<file path="src/rtl/pdr_pkg.sv">
package pdr_pkg;

   typedef enum logic [3:0] {
      OP_NOP        = 4'd0,
      OP_PAGE_WR    = 4'd1,
      OP_INIT_DATA  = 4'd2,
      OP_INIT_MSG   = 4'd3,
      OP_POP_REQ    = 4'd4,
      OP_POP_CMP    = 4'd5,
      OP_POP_MSG    = 4'd6,
      OP_FLUSH_REQ  = 4'd7,
      OP_FLUSH_CMP  = 4'd8,
      OP_FLUSH_MSG  = 4'd9,
      OP_CLEAR      = 4'd10
   } op_e;

   // shared ring-state field numbers
   localparam int SF_REQ_PROD = 0;
   localparam int SF_REQ_CONS = 1;
   localparam int SF_REQ_LOG2 = 2;
   localparam int SF_CMP_PROD = 3;
   localparam int SF_CMP_CONS = 4;
   localparam int SF_CMP_LOG2 = 5;
   localparam int SF_MSG_PROD = 6;
   localparam int SF_MSG_CONS = 7;
   localparam int SF_MSG_LOG2 = 8;
   localparam int NUM_SF      = 9;

   localparam int NUM_RINGS   = 3;

   // bits needed to hold v; zero still takes one bit
   function automatic int unsigned bit_width(input logic [63:0] v);
      int unsigned w;
      w = 1;
      for (int i = 0; i < 64; i++) begin
         if (v[i]) w = i + 1;
      end
      return w;
   endfunction

endpackage

</file>
<file path="src/rtl/pdr_ring_lane.sv">
module pdr_ring_lane #(
   parameter int MAX_PAGES  = 32,
   parameter int EPP        = 32,
   parameter int DESC_BYTES = 128,
   parameter int PPN_W      = 20,
   parameter int PAGE_SHIFT = 12,
   parameter int CNT_W      = 32,
   parameter int PCNT_W     = 8,
   parameter int IDX_W      = 5,
   parameter int LOG_W      = 6,
   parameter int ADDR_W     = PPN_W + PAGE_SHIFT
) (
   input  logic              clk,
   input  logic              rst_n,
   input  logic              clr,
   input  logic              pg_we,
   input  logic [IDX_W-1:0]  pg_idx,
   input  logic [PPN_W-1:0]  pg_ppn,
   input  logic              init,
   input  logic [PCNT_W-1:0] init_pages,
   input  logic              adv,
   output logic [CNT_W-1:0]  cnt,
   output logic [CNT_W-1:0]  mask,
   output logic [LOG_W-1:0]  init_log,
   output logic [ADDR_W-1:0] desc_addr
);
   import pdr_pkg::*;

   localparam int EPP_LOG  = $clog2(EPP);
   localparam int DESC_LOG = $clog2(DESC_BYTES);
   localparam bit DESC_P2  = ((DESC_BYTES & (DESC_BYTES - 1)) == 0);

   if (EPP < 2 || (EPP & (EPP - 1)) != 0) begin : g_bad_epp
      $error("entries per page must be a power of two, at least 2");
   end
   if (EPP * DESC_BYTES > (1 << PAGE_SHIFT)) begin : g_bad_fit
      $error("descriptors of one page exceed the page size");
   end
   if (MAX_PAGES < 1 || MAX_PAGES > (1 << IDX_W)) begin : g_bad_pages
      $error("page table depth does not match its index width");
   end

   logic [PPN_W-1:0]  ppn_q [MAX_PAGES];
   logic [CNT_W-1:0]  cnt_q, mask_q, new_mask;
   logic [63:0]       entries;
   int unsigned       span;

   always_comb begin
      entries = 64'(init_pages) * 64'(EPP);
      span    = bit_width(entries - 64'd1);
      if (span > CNT_W) span = CNT_W;
      new_mask = (span >= CNT_W) ? '1 : ((CNT_W'(1) << span) - CNT_W'(1));
      init_log = LOG_W'(span);
   end

   always_ff @(posedge clk) begin
      if (!rst_n || clr) begin
         cnt_q  <= '0;
         mask_q <= '0;
         for (int i = 0; i < MAX_PAGES; i++) ppn_q[i] <= '0;
      end else begin
         if (init) begin
            cnt_q  <= '0;
            mask_q <= new_mask;
         end else if (adv) begin
            cnt_q  <= cnt_q + CNT_W'(1);
         end
         if (pg_we && (32'(pg_idx) < MAX_PAGES)) ppn_q[pg_idx] <= pg_ppn;
      end
   end

   // address of the descriptor the counter points at
   logic [CNT_W-1:0]   masked, page_no;
   logic [EPP_LOG-1:0] in_idx;
   logic [ADDR_W-1:0]  base, offs;

   always_comb begin
      masked  = cnt_q & mask_q;
      page_no = masked >> EPP_LOG;
      in_idx  = masked[EPP_LOG-1:0];
      if (page_no < CNT_W'(MAX_PAGES))
         base = {ppn_q[page_no[IDX_W-1:0]], {PAGE_SHIFT{1'b0}}};
      else
         base = '0;
   end

   if (DESC_P2) begin : g_off_shift
      assign offs = ADDR_W'(in_idx) << DESC_LOG;
   end else begin : g_off_mul
      assign offs = ADDR_W'(in_idx) * ADDR_W'(DESC_BYTES);
   end

   assign desc_addr = base + offs;
   assign cnt       = cnt_q;
   assign mask      = mask_q;


   cnt_step_chk: assert property (@(posedge clk) disable iff (!rst_n)
      (adv && !clr && !init) |=> cnt == $past(cnt) + CNT_W'(1));

   clr_chk: assert property (@(posedge clk) disable iff (!rst_n)
      clr |=> (cnt == '0 && mask == '0));

   init_chk: assert property (@(posedge clk) disable iff (!rst_n)
      (init && !clr) |=> (cnt == '0 && mask[0]));

endmodule

</file>
<file path="src/rtl/pdr_shared_regs.sv">
module pdr_shared_regs #(
   parameter int CNT_W = 32,
   parameter int LOG_W = 6
) (
   input  logic             clk,
   input  logic             rst_n,
   input  logic             host_we,
   input  logic [3:0]       host_sel,
   input  logic [CNT_W-1:0] host_wdata,
   input  logic [3:0]       host_rsel,
   output logic [CNT_W-1:0] host_rdata,
   input  logic             init_data,
   input  logic [LOG_W-1:0] req_log,
   input  logic [LOG_W-1:0] cmp_log,
   input  logic             init_msg,
   input  logic [LOG_W-1:0] msg_log,
   input  logic             flush_req,
   input  logic [CNT_W-1:0] req_cnt,
   input  logic             flush_cmp,
   input  logic [CNT_W-1:0] cmp_cnt,
   input  logic             flush_msg,
   input  logic [CNT_W-1:0] msg_cnt,
   output logic [CNT_W-1:0] req_prod,
   output logic [CNT_W-1:0] msg_prod,
   output logic [CNT_W-1:0] msg_cons
);
   import pdr_pkg::*;

   if (LOG_W < 1 || LOG_W > CNT_W) begin : g_bad_log
      $error("log field width out of range");
   end

   logic [CNT_W-1:0] sf_q [NUM_SF];

   // later assignments win: block operations override the host
   always_ff @(posedge clk) begin
      if (!rst_n) begin
         for (int i = 0; i < NUM_SF; i++) sf_q[i] <= '0;
      end else begin
         if (host_we && (32'(host_sel) < NUM_SF)) sf_q[host_sel] <= host_wdata;
         if (init_data) begin
            sf_q[SF_REQ_PROD] <= '0;
            sf_q[SF_REQ_CONS] <= '0;
            sf_q[SF_REQ_LOG2] <= CNT_W'(req_log);
            sf_q[SF_CMP_PROD] <= '0;
            sf_q[SF_CMP_CONS] <= '0;
            sf_q[SF_CMP_LOG2] <= CNT_W'(cmp_log);
         end
         if (init_msg) begin
            sf_q[SF_MSG_PROD] <= '0;
            sf_q[SF_MSG_CONS] <= '0;
            sf_q[SF_MSG_LOG2] <= CNT_W'(msg_log);
         end
         if (flush_req) sf_q[SF_REQ_CONS] <= req_cnt;
         if (flush_cmp) sf_q[SF_CMP_PROD] <= cmp_cnt;
         if (flush_msg) sf_q[SF_MSG_PROD] <= msg_cnt;
      end
   end

   assign host_rdata = (32'(host_rsel) < NUM_SF) ? sf_q[host_rsel] : '0;
   assign req_prod   = sf_q[SF_REQ_PROD];
   assign msg_prod   = sf_q[SF_MSG_PROD];
   assign msg_cons   = sf_q[SF_MSG_CONS];


   flush_req_chk: assert property (@(posedge clk) disable iff (!rst_n)
      flush_req |=> sf_q[SF_REQ_CONS] == $past(req_cnt));

   init_zero_chk: assert property (@(posedge clk) disable iff (!rst_n)
      init_data |=> (req_prod == '0 && sf_q[SF_CMP_PROD] == '0));

endmodule

</file>
<file path="src/rtl/pdr_index_mgr.sv">
module pdr_index_mgr #(
   parameter int PAGE_SHIFT = 12,
   parameter int PPN_W      = 20,
   parameter int CNT_W      = 32,
   parameter int DATA_PAGES = 32,
   parameter int MSG_PAGES  = 16,
   parameter int REQ_EPP    = 32,
   parameter int REQ_DESC   = 128,
   parameter int CMP_EPP    = 128,
   parameter int CMP_DESC   = 32,
   parameter int MSG_EPP    = 32,
   parameter int MSG_DESC   = 128,
   parameter int PCNT_W     = 8,
   localparam int ADDR_W    = PPN_W + PAGE_SHIFT,
   localparam int MAXP      = (DATA_PAGES > MSG_PAGES) ? DATA_PAGES : MSG_PAGES,
   localparam int OPIDX_W   = (MAXP > 1) ? $clog2(MAXP) : 1
) (
   input  logic               clk,
   input  logic               rst_n,
   input  logic [3:0]         op_code,
   input  logic [1:0]         op_ring,
   input  logic [OPIDX_W-1:0] op_idx,
   input  logic [PPN_W-1:0]   op_data,
   input  logic               host_we,
   input  logic [3:0]         host_sel,
   input  logic [CNT_W-1:0]   host_wdata,
   input  logic [3:0]         host_rsel,
   output logic [CNT_W-1:0]   host_rdata,
   output logic               addr_valid,
   output logic [ADDR_W-1:0]  desc_addr,
   output logic               req_empty,
   output logic               msg_room
);
   import pdr_pkg::*;

   localparam int LOG_W = $clog2(CNT_W + 1);
   localparam int LANE_PAGES [NUM_RINGS] = '{DATA_PAGES, DATA_PAGES, MSG_PAGES};
   localparam int LANE_EPP   [NUM_RINGS] = '{REQ_EPP, CMP_EPP, MSG_EPP};
   localparam int LANE_DESC  [NUM_RINGS] = '{REQ_DESC, CMP_DESC, MSG_DESC};

   if (2 * PCNT_W > PPN_W) begin : g_bad_pcnt
      $error("two page counts must fit in the operand");
   end
   if ((1 << PCNT_W) - 1 > MAXP * 256) begin : g_bad_pcnt_w
      $error("page count field wider than needed");
   end

   op_e op;
   assign op = op_e'(op_code);

   logic [CNT_W-1:0]  lane_cnt  [NUM_RINGS];
   logic [CNT_W-1:0]  lane_mask [NUM_RINGS];
   logic [LOG_W-1:0]  lane_log  [NUM_RINGS];
   logic [ADDR_W-1:0] lane_addr [NUM_RINGS];
   logic              lane_pgwe [NUM_RINGS];
   logic              lane_init [NUM_RINGS];
   logic              lane_adv  [NUM_RINGS];
   logic              clr;
   logic [CNT_W-1:0]  sh_req_prod, sh_msg_prod, sh_msg_cons;

   assign clr       = (op == OP_CLEAR);
   assign req_empty = (sh_req_prod == lane_cnt[0]);

   always_comb begin
      for (int r = 0; r < NUM_RINGS; r++) begin
         lane_pgwe[r] = (op == OP_PAGE_WR) && (32'(op_ring) == r);
         lane_init[r] = (r < 2) ? (op == OP_INIT_DATA) : (op == OP_INIT_MSG);
      end
      lane_adv[0] = (op == OP_POP_REQ) && !req_empty;
      lane_adv[1] = (op == OP_POP_CMP);
      lane_adv[2] = (op == OP_POP_MSG);
   end

   for (genvar g = 0; g < NUM_RINGS; g++) begin : g_lane
      localparam int PG = LANE_PAGES[g];
      localparam int IW = (PG > 1) ? $clog2(PG) : 1;
      logic [PCNT_W-1:0] pages;
      if (g == 1) begin : g_hi
         assign pages = op_data[2*PCNT_W-1:PCNT_W];
      end else begin : g_lo
         assign pages = op_data[PCNT_W-1:0];
      end
      pdr_ring_lane #(
         .MAX_PAGES (PG),
         .EPP       (LANE_EPP[g]),
         .DESC_BYTES(LANE_DESC[g]),
         .PPN_W     (PPN_W),
         .PAGE_SHIFT(PAGE_SHIFT),
         .CNT_W     (CNT_W),
         .PCNT_W    (PCNT_W),
         .IDX_W     (IW),
         .LOG_W     (LOG_W),
         .ADDR_W    (ADDR_W)
      ) u_lane (
         .clk       (clk),
         .rst_n     (rst_n),
         .clr       (clr),
         .pg_we     (lane_pgwe[g]),
         .pg_idx    (op_idx[IW-1:0]),
         .pg_ppn    (op_data),
         .init      (lane_init[g]),
         .init_pages(pages),
         .adv       (lane_adv[g]),
         .cnt       (lane_cnt[g]),
         .mask      (lane_mask[g]),
         .init_log  (lane_log[g]),
         .desc_addr (lane_addr[g])
      );
   end

   pdr_shared_regs #(.CNT_W(CNT_W), .LOG_W(LOG_W)) u_shared (
      .clk       (clk),
      .rst_n     (rst_n),
      .host_we   (host_we),
      .host_sel  (host_sel),
      .host_wdata(host_wdata),
      .host_rsel (host_rsel),
      .host_rdata(host_rdata),
      .init_data (op == OP_INIT_DATA),
      .req_log   (lane_log[0]),
      .cmp_log   (lane_log[1]),
      .init_msg  (op == OP_INIT_MSG),
      .msg_log   (lane_log[2]),
      .flush_req (op == OP_FLUSH_REQ),
      .req_cnt   (lane_cnt[0]),
      .flush_cmp (op == OP_FLUSH_CMP),
      .cmp_cnt   (lane_cnt[1]),
      .flush_msg (op == OP_FLUSH_MSG),
      .msg_cnt   (lane_cnt[2]),
      .req_prod  (sh_req_prod),
      .msg_prod  (sh_msg_prod),
      .msg_cons  (sh_msg_cons)
   );

   // message room: outstanding entries below ring size, modulo counter width
   logic [CNT_W:0] msg_used, msg_size;
   always_comb begin
      msg_used = {1'b0, sh_msg_prod - sh_msg_cons};
      msg_size = {1'b0, lane_mask[2]} + (CNT_W + 1)'(1);
      msg_room = (msg_used < msg_size);
   end

   // result register: one cycle after the pop
   logic              av_q;
   logic [ADDR_W-1:0] addr_q;
   always_ff @(posedge clk) begin
      if (!rst_n) begin
         av_q   <= 1'b0;
         addr_q <= '0;
      end else begin
         av_q <= (op == OP_POP_REQ) || (op == OP_POP_CMP) || (op == OP_POP_MSG);
         unique case (op)
            OP_POP_REQ: addr_q <= req_empty ? '0 : lane_addr[0];
            OP_POP_CMP: addr_q <= lane_addr[1];
            OP_POP_MSG: addr_q <= lane_addr[2];
            default:    addr_q <= '0;
         endcase
      end
   end
   assign addr_valid = av_q;
   assign desc_addr  = addr_q;


   null_pop_chk: assert property (@(posedge clk) disable iff (!rst_n)
      (op == OP_POP_REQ && req_empty) |=> (addr_valid && desc_addr == '0));

   empty_hold_chk: assert property (@(posedge clk) disable iff (!rst_n)
      (op == OP_POP_REQ && req_empty) |=> $stable(lane_cnt[0]));

endmodule

</file>
<file path="config.mk">
export PLATFORM = sky130hd
export DESIGN_NAME = pdr_index_mgr
export DESIGN_NICKNAME = d
export VERILOG_FILES = /design/src/rtl/pdr_pkg.sv /design/src/rtl/pdr_ring_lane.sv /design/src/rtl/pdr_shared_regs.sv /design/src/rtl/pdr_index_mgr.sv
export SDC_FILE = /design/constraint.sdc
export NUM_CORES = 2
export LEC_CHECK = 0
export BUFFER_PORTS_ARGS = -buffer_cell sky130_fd_sc_hd__buf_2
export CAP_MARGIN = 30
export CELL_PAD_IN_SITES_DETAIL_PLACEMENT = 0
export CELL_PAD_IN_SITES_GLOBAL_PLACEMENT = 2
export CORE_AREA = 5 5 501 503
export CTS_CLUSTER_SIZE = 25
export DETAILED_ROUTE_END_ITERATION = 8
export DIE_AREA = 0 0 506 508
export PLACE_DENSITY_LB_ADDON = 0.1
export SLEW_MARGIN = 20
export SYNTH_ARGS = -nofsm -noshare
export SYNTH_HDL_FRONTEND = slang
export SYNTH_SLANG_ARGS = --single-unit
</file>
<file path="constraint.sdc">
create_clock -name clk -period 4.8 [get_ports clk]
set_input_delay 0.24 -clock clk [delete_from_list [all_inputs] [get_ports clk]]
set_output_delay 0.24 -clock clk [all_outputs]
set_load 0.01 [all_outputs]
</file>
==> flow_metrics.tcl <==
set metrics [dict create \
    drt_iter0_markers 5551 \
    swShare_pct 23.7 \
    final-hold-violation-count 0 \
    crit_end "msg_room" \
    fin_nets 7865 \
    synth_seq_cells 2105 \
    yosys-top-cells-area "edfxtp_1 (57%), and2_1 (10%), mux4_2 (9.8%), dfxtp_1 (4.3%), nand2_1 (2.2%)" \
    layout-drive-gt1-share_pct 19.5 \
    hold_class "in -> reg" \
    async_flop_share_pct 0 \
    power_frac_comb_pct 7.4 \
    core_um2 245000 \
    dpl_worst_slack_ns 0.0671 \
    path_common_cell "a21o_1" \
    die_area_um2 257000 \
    fmaxAchievable_mhz 199 \
    slew_viol_final 0 \
    dr_total_vias 62200 \
    ys_warn_count 0 \
    grt_pass1_vias 62500 \
    power_density_nw_per_um2 371 \
    place.gp.congestion 0.869 \
    drc 0 \
    r2r_cells 8 \
    synth.top_cell.area_share_pct 56.6 \
    synth_ff_type "edfxtp_1" \
    worstPathCellList "inv_2 > ha_4 > inv_2 > fa_2 > a211oi_4 > o21ai_2 > and3_4 > nor2_4 > o21ai_2 > a21o_1 > a21oi_2 > xnor2_1 > ha_1 > a21o_1 > a21o_1 > a21o_1 > a211oi_2 > o21bai_1 > a31oi_1 > nand2_1 > o21ai_2 > buf_2" \
    crit-reg2reg-launch "g_lane[1].u_lane.cnt[8]$_SDFFE_PP0P_" \
    p_int_mw 32.3 \
    area_delta_synth_final_pct 14.0 \
    cts_sinks 2105 \
    cp_max_fo 2 \
    synth_compound_area_share_pct 4.87 \
    die_w_um 506 \
    io_buffers 135 \
    worstSetupStartpointType "flop" \
    fin_ws_ns -0.233 \
    power_mw 42.3 \
    antenna_found_initial 24 \
    power_frac_seq_pct 50.2 \
    yosysSeqAreaShare_pct 61.0 \
    fin_skew_ns 0.0487 \
    cp_slowest_cell "edfxtp_1" \
    worstSkewPairLatency_ns 0.91 \
    p_sw_mw 10.0 \
    yosysUniqueCellTypes 91 \
    grt.overflow.total 0 \
    finalCriticalPeriod_ns 5.03 \
    path_clk_slew_ns 0.06 \
    htree_levels 4 \
    min_period_over_period_pct 105 \
    grt_pass1_wl_um 479000 \
    clockPowerShare_pct 42.4 \
    status "finished with violations" \
    initial_core_util_pct 40.8 \
    routed_wl_um 339000 \
    cts-buffers-inserted 231 \
    maxCapViolCount 0 \
    violations "setup timing" \
    track_usage_pct 26.0 \
    arrival_ns 4.79 \
    cts_tree "built" \
    io_pins 141 \
    synthAdderAreaFrac_pct 0.920 \
    drtPass1Iterations 5 \
    die_y_um 508 \
    worstSetupPathType "reg -> out" \
    viasPerCell 5.58 \
    worst-r2r-setup-slack_ns 1.10 \
    synth_area_um2 100000 \
    num_rows 182 \
    cpPeakStageDelay_ns 0.40 \
    setup_violations 1 \
    worstMarginPinSlew_ns 0.994 \
    synth_edf_count 1888 \
    endpoint_kind "output port" \
    leakage_nw 41.8 \
    max_slew_margin_pct 33.7 \
    rsz0062_at_grt "yes" \
    wl_per_cell_um 30.4 \
    grt_start_max_net_pins 81 \
    synth_cells 7566 \
    synthMuxAreaShare_pct 11.2 \
    ir_drop_v 0.000363 \
    root_buffer "clkbuf_16" \
    synth_top_family_by_area "simple AND/OR/NAND/NOR gates" \
    yosysTopAreaCell "edfxtp_1" \
    crit_required_ns 4.56 \
    critPathLaunch "u_shared.sf_q[6][0]$_DFFE_PP_" \
    synth_xor_area_share_pct 1.56 \
    r2r_end "desc_addr[15]$_SDFF_PN0_" \
    synth-simple-area-share_pct 17.6 \
    drtAntennaViolNets 0 \
    hpwlAfterDp_um 224000 \
    clock_path_buffers 3 \
    syn_area_per_cell_um2 13.2 \
]
-- metrics by stage --
stage          utilization [%]  TNS (ns)  hold slack, ns  cells  cell area, um2
2_1_floorplan                -     -2.27           0.420   7578          100000
3_3_place_gp              43.1   -0.0252           0.427  10600          106000
3_5_place_dp              43.1         0           0.435  10600          106000
4_1_cts                   46.4    -0.344         0.00370  11100          114000
5_1_grt                   46.5    -0.517         0.00678  11100          114000
6_report                  46.5    -0.233          0.0573  11100          114000
-- state kept, by name, indices dropped and copies added (netlist names) --
signal / cells
addr_valid: 1
g_lane.u_lane.cnt: 96
desc_addr: 27
g_lane.u_lane.ppn_q: 1600
u_shared.sf_q: 288
g_lane.u_lane.mask: 93
-- layout make-up --
| cell class | instances | area, um2 |
|---|---|---|
| diodes | 10 | 25.0 |
| clock buffers | 301 | 6330 |
| clock inverters | 126 | 1300 |
| fillers | 21900 | 131000 |
| inverters | 84 | 315 |
| multi-input cells | 4746 | 36800 |
| flip-flops and latches | 2105 | 61000 |
| well taps | 3220 | 4030 |
| repair buffers | 550 | 4350 |
-- layout by cell type, fill, tap and decap left out, types with 20 or more instances in the layout --
| cell | instances |
|---|---|
| a21oi_1 | 150 |
| nor2_2 | 41 |
| nor3_1 | 96 |
| a21o_1 | 66 |
| buf_4 | 351 |
| a22o_1 | 49 |
| a31oi_1 | 52 |
| edfxtp_1 | 1888 |
| buf_2 | 114 |
| nand2_1 | 561 |
| o21ai_0 | 139 |
| clkinv_1 | 42 |
| nor2_1 | 198 |
| xor2_1 | 117 |
| o22ai_1 | 68 |
| o211ai_1 | 26 |
| xnor2_1 | 61 |
| and3_1 | 95 |
| dfxtp_1 | 217 |
| nand2b_1 | 74 |
| mux2_2 | 52 |
| o21ai_2 | 86 |
| buf_12 | 26 |
| nor2b_1 | 25 |
| o221ai_1 | 20 |
| a211oi_1 | 40 |
| mux2i_1 | 81 |
| clkinv_2 | 37 |
| and2_1 | 1678 |
| clkbuf_1 | 48 |
| nand3_1 | 203 |
| dlygate4sd3_1 | 51 |
| clkbuf_16 | 238 |
| ha_1 | 71 |
| inv_1 | 80 |
| nand4_1 | 35 |
| mux4_2 | 434 |
-- cells in the mapped netlist (49+ instances only) --
library cell and instances:
o22ai_1 68, dfxtp_1 217, buf_2 76, and3_1 98
nand2b_1 77, nor2_1 213, mux2i_1 81, a21o_1 66
a22o_1 49, xnor2_1 61, and2_1 1680, edfxtp_1 1888
nor3_1 100, mux2_2 52, a21oi_1 152, nand2_1 574
a31oi_1 53, nand3_1 204, o21ai_0 223, mux4_2 434
xor2_1 117, inv_1 82, ha_1 72, clkbuf_1 479
-- power by group through the flow --
stage | Sequential (mW) | Combinational, mW | Clock [mW]
final | 21.3 | 3.11 | 18.0
after global placement | 21.6 | 3.04 | 0
after global routing | 21.3 | 3.30 | 19.0
after floorplan | 21.5 | 1.71 | 0
after detailed placement | 21.6 | 3.04 | 0
after CTS | 21.3 | 3.12 | 18.3
-- critical path, delay by kind of cell, from the launching register on --
kind,cells,cell delay (ns)
buf+inv,3,0.28
fa+ha+maj,3,0.77
simple gates,3,0.38
compound gates,12,1.93
flops,1,0.40
xor+xnor,1,0.15
-- layer usage --
layer | part of all wire, % | vias up | track usage, %
met5 | 0 | - | 0
met4 | 4.2 | 0 | 10.2
met1 | 42 | 32000 | 34.8
met3 | 5.3 | 420 | 3.11
li1 | - | 27800 | -
met2 | 49 | 1864 | 43.4
-- how the worst min path moves through the flow --
stage	slack, ns	startpoint	end	cells after the start
after floorplan	0.42	g_lane[0].u_lane.mask[24]$_SDFFE_PP0N_	g_lane[0].u_lane.mask[24]$_SDFFE_PP0N_	1
after global placement	0.43	g_lane[0].u_lane.mask[24]$_SDFFE_PP0N_	g_lane[0].u_lane.mask[24]$_SDFFE_PP0N_	1
after detailed placement	0.43	g_lane[1].u_lane.mask[24]$_SDFFE_PP0N_	g_lane[1].u_lane.mask[24]$_SDFFE_PP0N_	1
after CTS	0.004	op_data[8]	g_lane[2].u_lane.ppn_q[15][8]$_SDFFCE_PN0P_	2
after global routing	0.007	op_data[8]	g_lane[2].u_lane.ppn_q[12][8]$_SDFFCE_PN0P_	2
final	0.06	op_data[10]	g_lane[0].u_lane.ppn_q[1][10]$_SDFFCE_PN0P_	2
-- repair_timing --
item	4_1_cts	5_1_grt
pin swaps	12	11
buffers inserted	2	2
endpoints found under the setup margin	1	1
hold buffers	50	1
endpoints found under the hold margin	558	22
resized for setup	19	9
-- cells by family (layout without fill, tap and decap cells) --
group / Yosys count / after routing
flops: 2105 / 2105
other cells: 2 / 24
xor+xnor: 178 / 178
compound gates: 777 / 777
simple gates: 3137 / 3137
buf+inv: 727 / 1061
mux: 567 / 567
fa+ha+maj: 73 / 73
Note: power is estimated with default switching activity, not from simulation.
